--- config.mk ---
export PLATFORM = sky130hd
export DESIGN_NAME = ladder_timer
export DESIGN_NICKNAME = d
export VERILOG_FILES = /design/src/rtl/ladder_timer_pkg.sv /design/src/rtl/timer_tickgen.sv /design/src/rtl/timer_cfg.sv /design/src/rtl/timer_engine.sv /design/src/rtl/ladder_timer.sv
export SDC_FILE = /design/constraint.sdc
export NUM_CORES = 1
export LEC_CHECK = 0
export ABC_AREA = 1
export CAP_MARGIN = 30
export CORE_ASPECT_RATIO = 1.75
export CORE_MARGIN = 4
export CORE_UTILIZATION = 57
export DETAILED_ROUTE_END_ITERATION = 7
export HOLD_SLACK_MARGIN = 0.02
export MAX_ROUTING_LAYER = met4
export PLACE_DENSITY = 0.82
export SLEW_MARGIN = 25
export SYNTH_ARGS = -nofsm -noshare
export SYNTH_HDL_FRONTEND = slang
export SYNTH_SLANG_ARGS = --single-unit
--- constraint.sdc ---
create_clock -name clk -period 4 [get_ports clk]
set_input_delay 1.2 -clock clk [delete_from_list [all_inputs] [get_ports clk]]
set_output_delay 1.2 -clock clk [all_outputs]
set_load 0.05 [all_outputs]
--- src/rtl/ladder_timer_pkg.sv ---
// Shared types and helpers for the ladder timer unit.
// Assumes a 16-bit value word whose usable range is 0 .. 2**15-1.
package ladder_timer_pkg;

    localparam int VAL_W   = 16;
    localparam int VAL_MAX = (1 << (VAL_W - 1)) - 1;

    typedef enum logic [1:0] {
        TMODE_ON     = 2'b00,
        TMODE_OFF    = 2'b01,
        TMODE_RET    = 2'b10,
        TMODE_ON_ALT = 2'b11
    } tmode_e;

    // Saturate a raw write value to the legal range.
    function automatic logic [VAL_W-1:0] sat_val(input logic [VAL_W-1:0] d);
        if (d > VAL_W'(VAL_MAX)) return VAL_W'(VAL_MAX);
        return d;
    endfunction

endpackage

--- src/rtl/timer_tickgen.sv ---
// Two-stage time-base prescaler.
// Produces a fine tick every CYC_PER_FAST clocks and a coarse tick on every
// FAST_PER_SLOW-th fine tick; the selected one drives the timer.
// Assumes CYC_PER_FAST >= 1 and FAST_PER_SLOW >= 1.
module timer_tickgen #(
    parameter int CYC_PER_FAST  = 100000,
    parameter int FAST_PER_SLOW = 100
) (
    input  logic clk,
    input  logic rst_n,
    input  logic base_sel,
    output logic tick
);
    localparam int FW = (CYC_PER_FAST  > 1) ? $clog2(CYC_PER_FAST)  : 1;
    localparam int SW = (FAST_PER_SLOW > 1) ? $clog2(FAST_PER_SLOW) : 1;

    logic [FW-1:0] fcnt;
    logic [SW-1:0] scnt;
    logic          fast_tick;
    logic          slow_tick;

    // Tick decode from the current counter values.
    always_comb begin
        fast_tick = (fcnt == FW'(CYC_PER_FAST - 1));
        slow_tick = fast_tick && (scnt == SW'(FAST_PER_SLOW - 1));
        tick      = base_sel ? slow_tick : fast_tick;
    end

    // Fine-stage divider.
    always_ff @(posedge clk) begin
        if (!rst_n)         fcnt <= '0;
        else if (fast_tick) fcnt <= '0;
        else                fcnt <= fcnt + 1'b1;
    end

    // Coarse-stage divider, advanced by fine ticks.
    always_ff @(posedge clk) begin
        if (!rst_n)         scnt <= '0;
        else if (slow_tick) scnt <= '0;
        else if (fast_tick) scnt <= scnt + 1'b1;
    end

    // fine ticks are separated by idle cycles when the divider exceeds one.
    assert_fast_gap_R1: assert property (@(posedge clk) disable iff (!rst_n)
        (CYC_PER_FAST > 1 && fast_tick) |=> !fast_tick);

    // a coarse tick only ever coincides with a fine tick boundary.
    assert_slow_on_fast_R1: assert property (@(posedge clk) disable iff (!rst_n)
        (slow_tick && CYC_PER_FAST > 1) |=> (fcnt == FW'(0)));

endmodule

--- src/rtl/timer_cfg.sv ---
// Write-port decoder and preset register.
// Holds the preset; turns elapsed-count writes into a load strobe for the
// engine. Both paths saturate data to the legal range.
module timer_cfg
    import ladder_timer_pkg::*;
(
    input  logic             clk,
    input  logic             rst_n,
    input  logic             wr_en,
    input  logic             wr_sel,
    input  logic [VAL_W-1:0] wr_data,
    output logic [VAL_W-1:0] preset,
    output logic             acc_ld,
    output logic [VAL_W-1:0] acc_ld_val
);
    logic [VAL_W-1:0] wr_sat;

    // Saturate incoming data and decode the elapsed-count load.
    always_comb begin
        wr_sat     = sat_val(wr_data);
        acc_ld     = wr_en && wr_sel;
        acc_ld_val = wr_sat;
    end

    // Preset register.
    always_ff @(posedge clk) begin
        if (!rst_n)                preset <= '0;
        else if (wr_en && !wr_sel) preset <= wr_sat;
    end

    // a preset write lands, saturated, on the next cycle.
    assert_preset_write_R9: assert property (@(posedge clk) disable iff (!rst_n)
        (wr_en && !wr_sel) |=> (preset == sat_val($past(wr_data))));

    // with no preset write the preset holds.
    assert_preset_hold_R9: assert property (@(posedge clk) disable iff (!rst_n)
        !(wr_en && !wr_sel) |=> $stable(preset));

endmodule

--- src/rtl/timer_engine.sv ---
// Timing engine shared by the three modes.
// Priority per cycle: clear input, then elapsed-count load, then the mode's
// timing rule. Preset is used combinationally, so changes act at once.
module timer_engine
    import ladder_timer_pkg::*;
(
    input  logic             clk,
    input  logic             rst_n,
    input  logic             rung,
    input  logic             clr,
    input  tmode_e           mode,
    input  logic             tick,
    input  logic [VAL_W-1:0] preset,
    input  logic             acc_ld,
    input  logic [VAL_W-1:0] acc_ld_val,
    output logic [VAL_W-1:0] acc,
    output logic             done,
    output logic             en
);
    logic [VAL_W-1:0] acc_nx;
    logic             done_nx;
    logic             is_on;
    logic             can_step;

    // Next-state of elapsed count and done bit.
    always_comb begin
        is_on    = (mode == TMODE_ON) || (mode == TMODE_ON_ALT);
        can_step = tick && (acc < preset);
        acc_nx   = acc;
        done_nx  = done;
        if (clr) begin
            acc_nx  = '0;
            done_nx = 1'b0;
        end else begin
            if (acc_ld) begin
                acc_nx = acc_ld_val;
            end else if (is_on) begin
                if (!rung)         acc_nx = '0;
                else if (can_step) acc_nx = acc + 1'b1;
            end else if (mode == TMODE_RET) begin
                if (rung && can_step) acc_nx = acc + 1'b1;
            end else begin
                if (rung)                  acc_nx = '0;
                else if (done && can_step) acc_nx = acc + 1'b1;
            end
            if (is_on)                  done_nx = rung && (acc_nx >= preset);
            else if (mode == TMODE_RET) done_nx = (acc_nx >= preset);
            else                        done_nx = rung || (done && (acc_nx < preset));
        end
    end

    // State registers.
    always_ff @(posedge clk) begin
        if (!rst_n) begin
            acc  <= '0;
            done <= 1'b0;
            en   <= 1'b0;
        end else begin
            acc  <= acc_nx;
            done <= done_nx;
            en   <= rung;
        end
    end

    // the clear input wins over everything.
    assert_clear_R8: assert property (@(posedge clk) disable iff (!rst_n)
        clr |=> (acc == '0 && !done));

    // enable mirrors the rung one cycle late.
    assert_en_follows_R2: assert property (@(posedge clk) disable iff (!rst_n)
        1'b1 |=> (en == $past(rung)));

    // delay-on with a false rung zeroes the count and done.
    assert_on_drop_R4: assert property (@(posedge clk) disable iff (!rst_n)
        (is_on && !rung && !clr && !acc_ld) |=> (acc == '0 && !done));

    // retentive mode keeps its count while the rung is false.
    assert_ret_hold_R6: assert property (@(posedge clk) disable iff (!rst_n)
        (mode == TMODE_RET && !rung && !clr && !acc_ld) |=> $stable(acc));

    // a count at or past the preset is never advanced.
    assert_no_overflow_R7: assert property (@(posedge clk) disable iff (!rst_n)
        (!clr && !acc_ld && acc >= preset) |=> (acc <= $past(acc)));

    // a true rung in delay-off mode energizes the output.
    assert_off_energize_R5: assert property (@(posedge clk) disable iff (!rst_n)
        (mode == TMODE_OFF && rung && !clr) |=> done);

endmodule

--- src/rtl/ladder_timer.sv ---
// Ladder timer unit top: prescaler, write port / preset, timing engine.
// Assumes inputs are synchronous to clk. Timed output equals the done bit.
module ladder_timer
    import ladder_timer_pkg::*;
#(
    parameter int CYC_PER_FAST  = 100000,
    parameter int FAST_PER_SLOW = 100
) (
    input  logic        clk,
    input  logic        rst_n,
    input  logic        rung_i,
    input  logic        res_i,
    input  logic [1:0]  mode_i,
    input  logic        base_sel_i,
    input  logic        wr_en_i,
    input  logic        wr_sel_i,
    input  logic [15:0] wr_data_i,
    output logic        en_o,
    output logic        dn_o,
    output logic        q_o,
    output logic [15:0] acc_o,
    output logic [15:0] preset_o
);
    logic             tick;
    logic [VAL_W-1:0] preset;
    logic             acc_ld;
    logic [VAL_W-1:0] acc_ld_val;
    logic             done;
    tmode_e           mode;

    // Mode decode to the enum.
    always_comb mode = tmode_e'(mode_i);

    timer_tickgen #(
        .CYC_PER_FAST (CYC_PER_FAST),
        .FAST_PER_SLOW(FAST_PER_SLOW)
    ) u_tick (
        .clk     (clk),
        .rst_n   (rst_n),
        .base_sel(base_sel_i),
        .tick    (tick)
    );

    timer_cfg u_cfg (
        .clk       (clk),
        .rst_n     (rst_n),
        .wr_en     (wr_en_i),
        .wr_sel    (wr_sel_i),
        .wr_data   (wr_data_i),
        .preset    (preset),
        .acc_ld    (acc_ld),
        .acc_ld_val(acc_ld_val)
    );

    timer_engine u_eng (
        .clk       (clk),
        .rst_n     (rst_n),
        .rung      (rung_i),
        .clr       (res_i),
        .mode      (mode),
        .tick      (tick),
        .preset    (preset),
        .acc_ld    (acc_ld),
        .acc_ld_val(acc_ld_val),
        .acc       (acc_o),
        .done      (done),
        .en        (en_o)
    );

    // Output drive.
    always_comb begin
        dn_o     = done;
        q_o      = done;
        preset_o = preset;
    end

    // the reset state is all zero.
    assert_reset_state_R12: assert property (@(posedge clk)
        !rst_n |=> (acc_o == '0 && preset_o == '0 && !dn_o && !en_o));

endmodule

==> results_tabular.tex <==
\begin{tabular}{lr}
\hline
Metric & Value \\
\hline
\multicolumn{2}{l}{\textbf{STA}} \\
\quad Final Max Slew Viols & 0 \\
\quad Headroom to the max-slew limit & 0.469 \\
\quad Share of the clock period used by the worst path after layout & 0.940 \\
\quad Fin worst setup slack & roughly 0.24 ns \\
\quad Fmax & $\sim$270 MHz \\
\quad Clock period minus final worst setup slack & around 3.8 ns \\
\quad Slew at the pin closest to its max-slew limit & 0.796 ns \\
\quad Final Hold Fails & 0 \\
\quad Post-Route Skew & 0.00474 ns \\
\quad Final setup viols & 0 \\
\multicolumn{2}{l}{\textbf{Placed design}} \\
\quad Global placer's final weighted congestion & between 0.9 and 1 \\
\quad Post-placement worst setup slack & -0.365 ns \\
\quad Number of buffers inserted by port buffering & $\sim$60 \\
\quad Cell area after placement & approximately 5500 um\^{}2 \\
\quad Placed wire-length estimate & 10600 um \\
\multicolumn{2}{l}{\textbf{Final layout}} \\
\quad Fin nets & $\sim$900 \\
\quad Leading cell type in the layout, fill and taps excluded & sky130\_fd\_sc\_hd\_\_nand2\_1 \\
\quad Core utilization of the finished layout & 0.772 \\
\quad Fraction of final layout cells with drive strength greater than 1 & 0.137 \\
\quad Cell area after layout & between 6000 and 7000 um\^{}2 \\
\quad Most frequent cells in the layout & 210 x sky130\_fd\_sc\_hd\_\_nand2\_1, 109 x sky130\_fd\_sc\_hd\_\_inv\_1, 58 x sky130\_fd\_sc\_hd\_\_clkdlybuf4s50\_1 \\
\quad Syn-to-layout area delta & 31.9\% \\
\quad Antenna cells & 0 \\
\multicolumn{2}{l}{\textbf{Run}} \\
\quad Maxcap violations & 0 \\
\multicolumn{2}{l}{\textbf{Power and ir drop}} \\
\quad Share of total power in sequential cells & 0.299 \\
\quad Worst IR drop on VDD & 0.533 mV \\
\quad P\_int & roughly 1.5 mW \\
\quad Leakage dissipation & approximately 3.0 nW \\
\quad Clk network pwr share & 0.448 \\
\quad Net Sw Frac & 0.292 \\
\quad Net load switching power & a little over 600 uW \\
\quad Share of power burned in combinational logic & 0.253 \\
\quad Cell area power density & around 340 nW/um\^{}2 \\
\multicolumn{2}{l}{\textbf{Routing}} \\
\quad Via total after detailed routing & 5408 \\
\quad Final wirelength & 14500 um \\
\quad Remaining design rule violation count & 0 \\
\quad DRT Pass-1 Iters & 5 \\
\quad DR vias/cell & roughly 5.8 \\
\quad Routed Antenna Nets & 0 \\
\quad Average wire per standard cell & $\sim$15 um \\
\quad Starting DRT DRC Count & 337 \\
\multicolumn{2}{l}{\textbf{Yosys}} \\
\quad Top FF cell, synth & sky130\_fd\_sc\_hd\_\_dfxtp\_1 \\
\quad Net count of the mapped netlist & between 800 and 900 \\
\quad Avg Inst Size Synth & about 6.2 um\^{}2 \\
\quad Cell count after synthesis & 752 \\
\quad FF+latch count, synth & 58 \\
\quad Synthesized cell area & between 4000 and 5000 um\^{}2 \\
\quad Number of flops mapped to enable cells by yosys & 0 \\
\quad Number of warnings reported in the yosys synthesis log & 0 \\
\quad Share of synthesized flip-flops with an asynchronous set or reset & 0 \\
\quad Sequential element share of the synthesized area & 0.249 \\
\quad Distinct cell type count of the synthesized netlist & 38 \\
\multicolumn{2}{l}{\textbf{Worst setup path}} \\
\quad Required time reported for the critical path endpoint & 4.25 ns \\
\quad Largest stage delay, worst path & approximately 0.36 ns \\
\quad Category of the worst setup path capture point & flip-flop \\
\quad Worst setup path class & reg -> reg \\
\quad Type of origin of the critical path & flip-flop \\
\quad Maximum fanout along the worst path & 7 \\
\quad Critical Path AT & roughly 4.0 ns \\
\quad Highest-delay cell along the critical path & sky130\_fd\_sc\_hd\_\_a21oi\_1 \\
\quad CP most frequent cell & sky130\_fd\_sc\_hd\_\_nand2\_1 \\
\multicolumn{2}{l}{\textbf{Clock tree}} \\
\quad Worst-skew pair later-pin latency & $\sim$0.33 ns \\
\quad Max H-tree Level & 3 \\
\quad TritonCTS clock tree & yes \\
\quad Hold buffer count at cts & 0 \\
\quad CTS clk-pin slew, worst paths & 0.05 ns \\
\quad Number of buffers on the longest clock path & 2 \\
\quad Clock buffer count from CTS & 9 \\
\quad Clock root cell & sky130\_fd\_sc\_hd\_\_clkbuf\_16 \\
\quad TritonCTS Sinks & 58 \\
\multicolumn{2}{l}{\textbf{Floorplan}} \\
\quad Total die area & between 9000 and 10000 um\^{}2 \\
\quad Io pins & 60 \\
\quad Area inside the core boundary & 7960 um\^{}2 \\
\quad Die width & roughly 76 um \\
\quad Std cell rows & 43 \\
\quad Initial standard-cell utilization of the core & 0.585 \\
\quad Die boundary height & roughly 130 um \\
\multicolumn{2}{l}{\textbf{Global route}} \\
\quad Via count of the first global-routing pass & just over 5000 \\
\quad Pin count of the biggest net entering global routing & 32 \\
\quad All-layer global routing usage & 0.299 \\
\quad Overflow left after global routing & 0 \\
\quad Initial antenna violation count & 0 \\
\quad GRT met3 Usage & 0.0367 \\
\quad Most used routing layer in global routing & met2 \\
\quad Global routing usage on met2 & 0.552 \\
\quad M1 GR Usage & 0.301 \\
\quad Global-route wire length before repair & 23200 um \\
\multicolumn{2}{l}{\textbf{Status}} \\
\quad Result of the run & complete, no violations \\
\multicolumn{2}{l}{\textbf{Min path}} \\
\quad Class of the tightest hold or removal check & reg -> reg \\
\hline
\end{tabular}
-- logic make-up after synthesis --
| group | Yosys count | share of synthesized area |
|---|---|---|
| and+or+nand+nor | 387 | 0.368 |
| AOI/OAI and AO/OA | 121 | 0.151 |
| adders and majority gates | 35 | 0.0940 |
| DFF | 58 | 0.249 |
| xor gates and xnor gates | 9 | 0.0169 |
| buffers and inverters | 142 | 0.121 |
-- state kept, by name, indices dropped and copies added (netlist names) --
name,flops
u_tick.scnt,7
u_cfg.preset,16
u_eng.acc,16
u_eng.en,1
u_eng.done,1
u_tick.fcnt,17
-- stage by stage --
stage	hold slack [ns]	instances	power, mW	TNS [ns]
floorplan	0.418	752	0.955	0
finish	0.460	937	2.12	0
global route	0.466	937	2.20	-0.0500
detailed placement	0.451	909	1.13	-0.365
CTS	0.458	925	2.08	0
global placement	0.429	909	1.12	-0.318
-- final timing paths --
| kind | startpoint | endpoint | slack [ns] | cells past startpoint |
|---|---|---|---|---|
| max | u_cfg.preset[15]$_SDFFE_PN0P_ | u_eng.done$_SDFF_PP0_ | 0.24 | 27 |
| min | u_tick.fcnt[0]$_SDFF_PP0_ | u_tick.fcnt[0]$_SDFF_PP0_ | 0.46 | 1 |
| max reg2reg | u_cfg.preset[15]$_SDFFE_PN0P_ | u_eng.done$_SDFF_PP0_ | 0.24 | 27 |
| min reg2reg | u_tick.fcnt[0]$_SDFF_PP0_ | u_tick.fcnt[0]$_SDFF_PP0_ | 0.46 | 1 |
-- Yosys cell counts (2+ instances only) --
library cell / instances / area share
sky130_fd_sc_hd__nor3_1: 14 / 0.015
sky130_fd_sc_hd__xor2_1: 8 / 0.015
sky130_fd_sc_hd__nor2_1: 56 / 0.045
sky130_fd_sc_hd__clkinv_1: 2 / 0.0016
sky130_fd_sc_hd__o21ai_0: 42 / 0.045
sky130_fd_sc_hd__ha_1: 35 / 0.094
sky130_fd_sc_hd__nand2_1: 218 / 0.18
sky130_fd_sc_hd__nand3_1: 56 / 0.060
sky130_fd_sc_hd__nand4_1: 18 / 0.024
sky130_fd_sc_hd__buf_2: 3 / 0.0032
sky130_fd_sc_hd__dfxtp_1: 58 / 0.25
sky130_fd_sc_hd__buf_1: 3 / 0.0024
sky130_fd_sc_hd__nor4_1: 2 / 0.0027
sky130_fd_sc_hd__nand2_2: 10 / 0.013
sky130_fd_sc_hd__o21a_1: 2 / 0.0032
sky130_fd_sc_hd__inv_1: 109 / 0.088
sky130_fd_sc_hd__nand3b_1: 3 / 0.0048
sky130_fd_sc_hd__nor2_8: 2 / 0.0086
sky130_fd_sc_hd__a21oi_1: 56 / 0.060
sky130_fd_sc_hd__clkbuf_1: 17 / 0.014
sky130_fd_sc_hd__o211ai_2: 8 / 0.021
sky130_fd_sc_hd__inv_2: 4 / 0.0032
sky130_fd_sc_hd__o211ai_1: 10 / 0.016
sky130_fd_sc_hd__buf_4: 2 / 0.0032
-- layer usage --
layer / routed length (um) / up-vias
met3: 634 / 75
met1: 5430 / 2489
met4: 770 / 0
met2: 7670 / 228
met5: 0 / -
li1: - / 2616
-- layout make-up --
class	count	area, um^2
Tap cell	90	113
Clock buffer	11	243
Sequential cell	58	1160
Fill cell	581	1820
Multi-Input combinational cell	552	3050
Clock inverter	5	125
Timing Repair Buffer	106	1010
Inverter	115	437
-- critical path, delay by kind of cell, from the launching register on --
| family | cells | cell delay (ns) |
|---|---|---|
| AO/OA/AOI/OAI | 4 | 0.80 |
| adder cells (fa/ha/maj) | 2 | 0.58 |
| buffers and inverters | 7 | 0.85 |
| flip-flops | 1 | 0.34 |
| AND/OR/NAND/NOR | 14 | 1.09 |
-- power groups by stage --
stage | clock [mW] | combinational [mW] | sequential [mW]
after floorplan | 0 | 0.255 | 0.701
after global placement | 0 | 0.476 | 0.642
after detailed placement | 0 | 0.487 | 0.643
after CTS | 0.953 | 0.498 | 0.631
after global routing | 0.977 | 0.588 | 0.636
final | 0.948 | 0.537 | 0.634
-- repair_timing --
item | 4_1_cts | 5_1_grt
resized for setup | 2 | 31
pin swaps | 0 | 11
buffers inserted | 0 | 12
endpoints found under the setup margin | 1 | 1
Power figures use the tool's default switching activity.
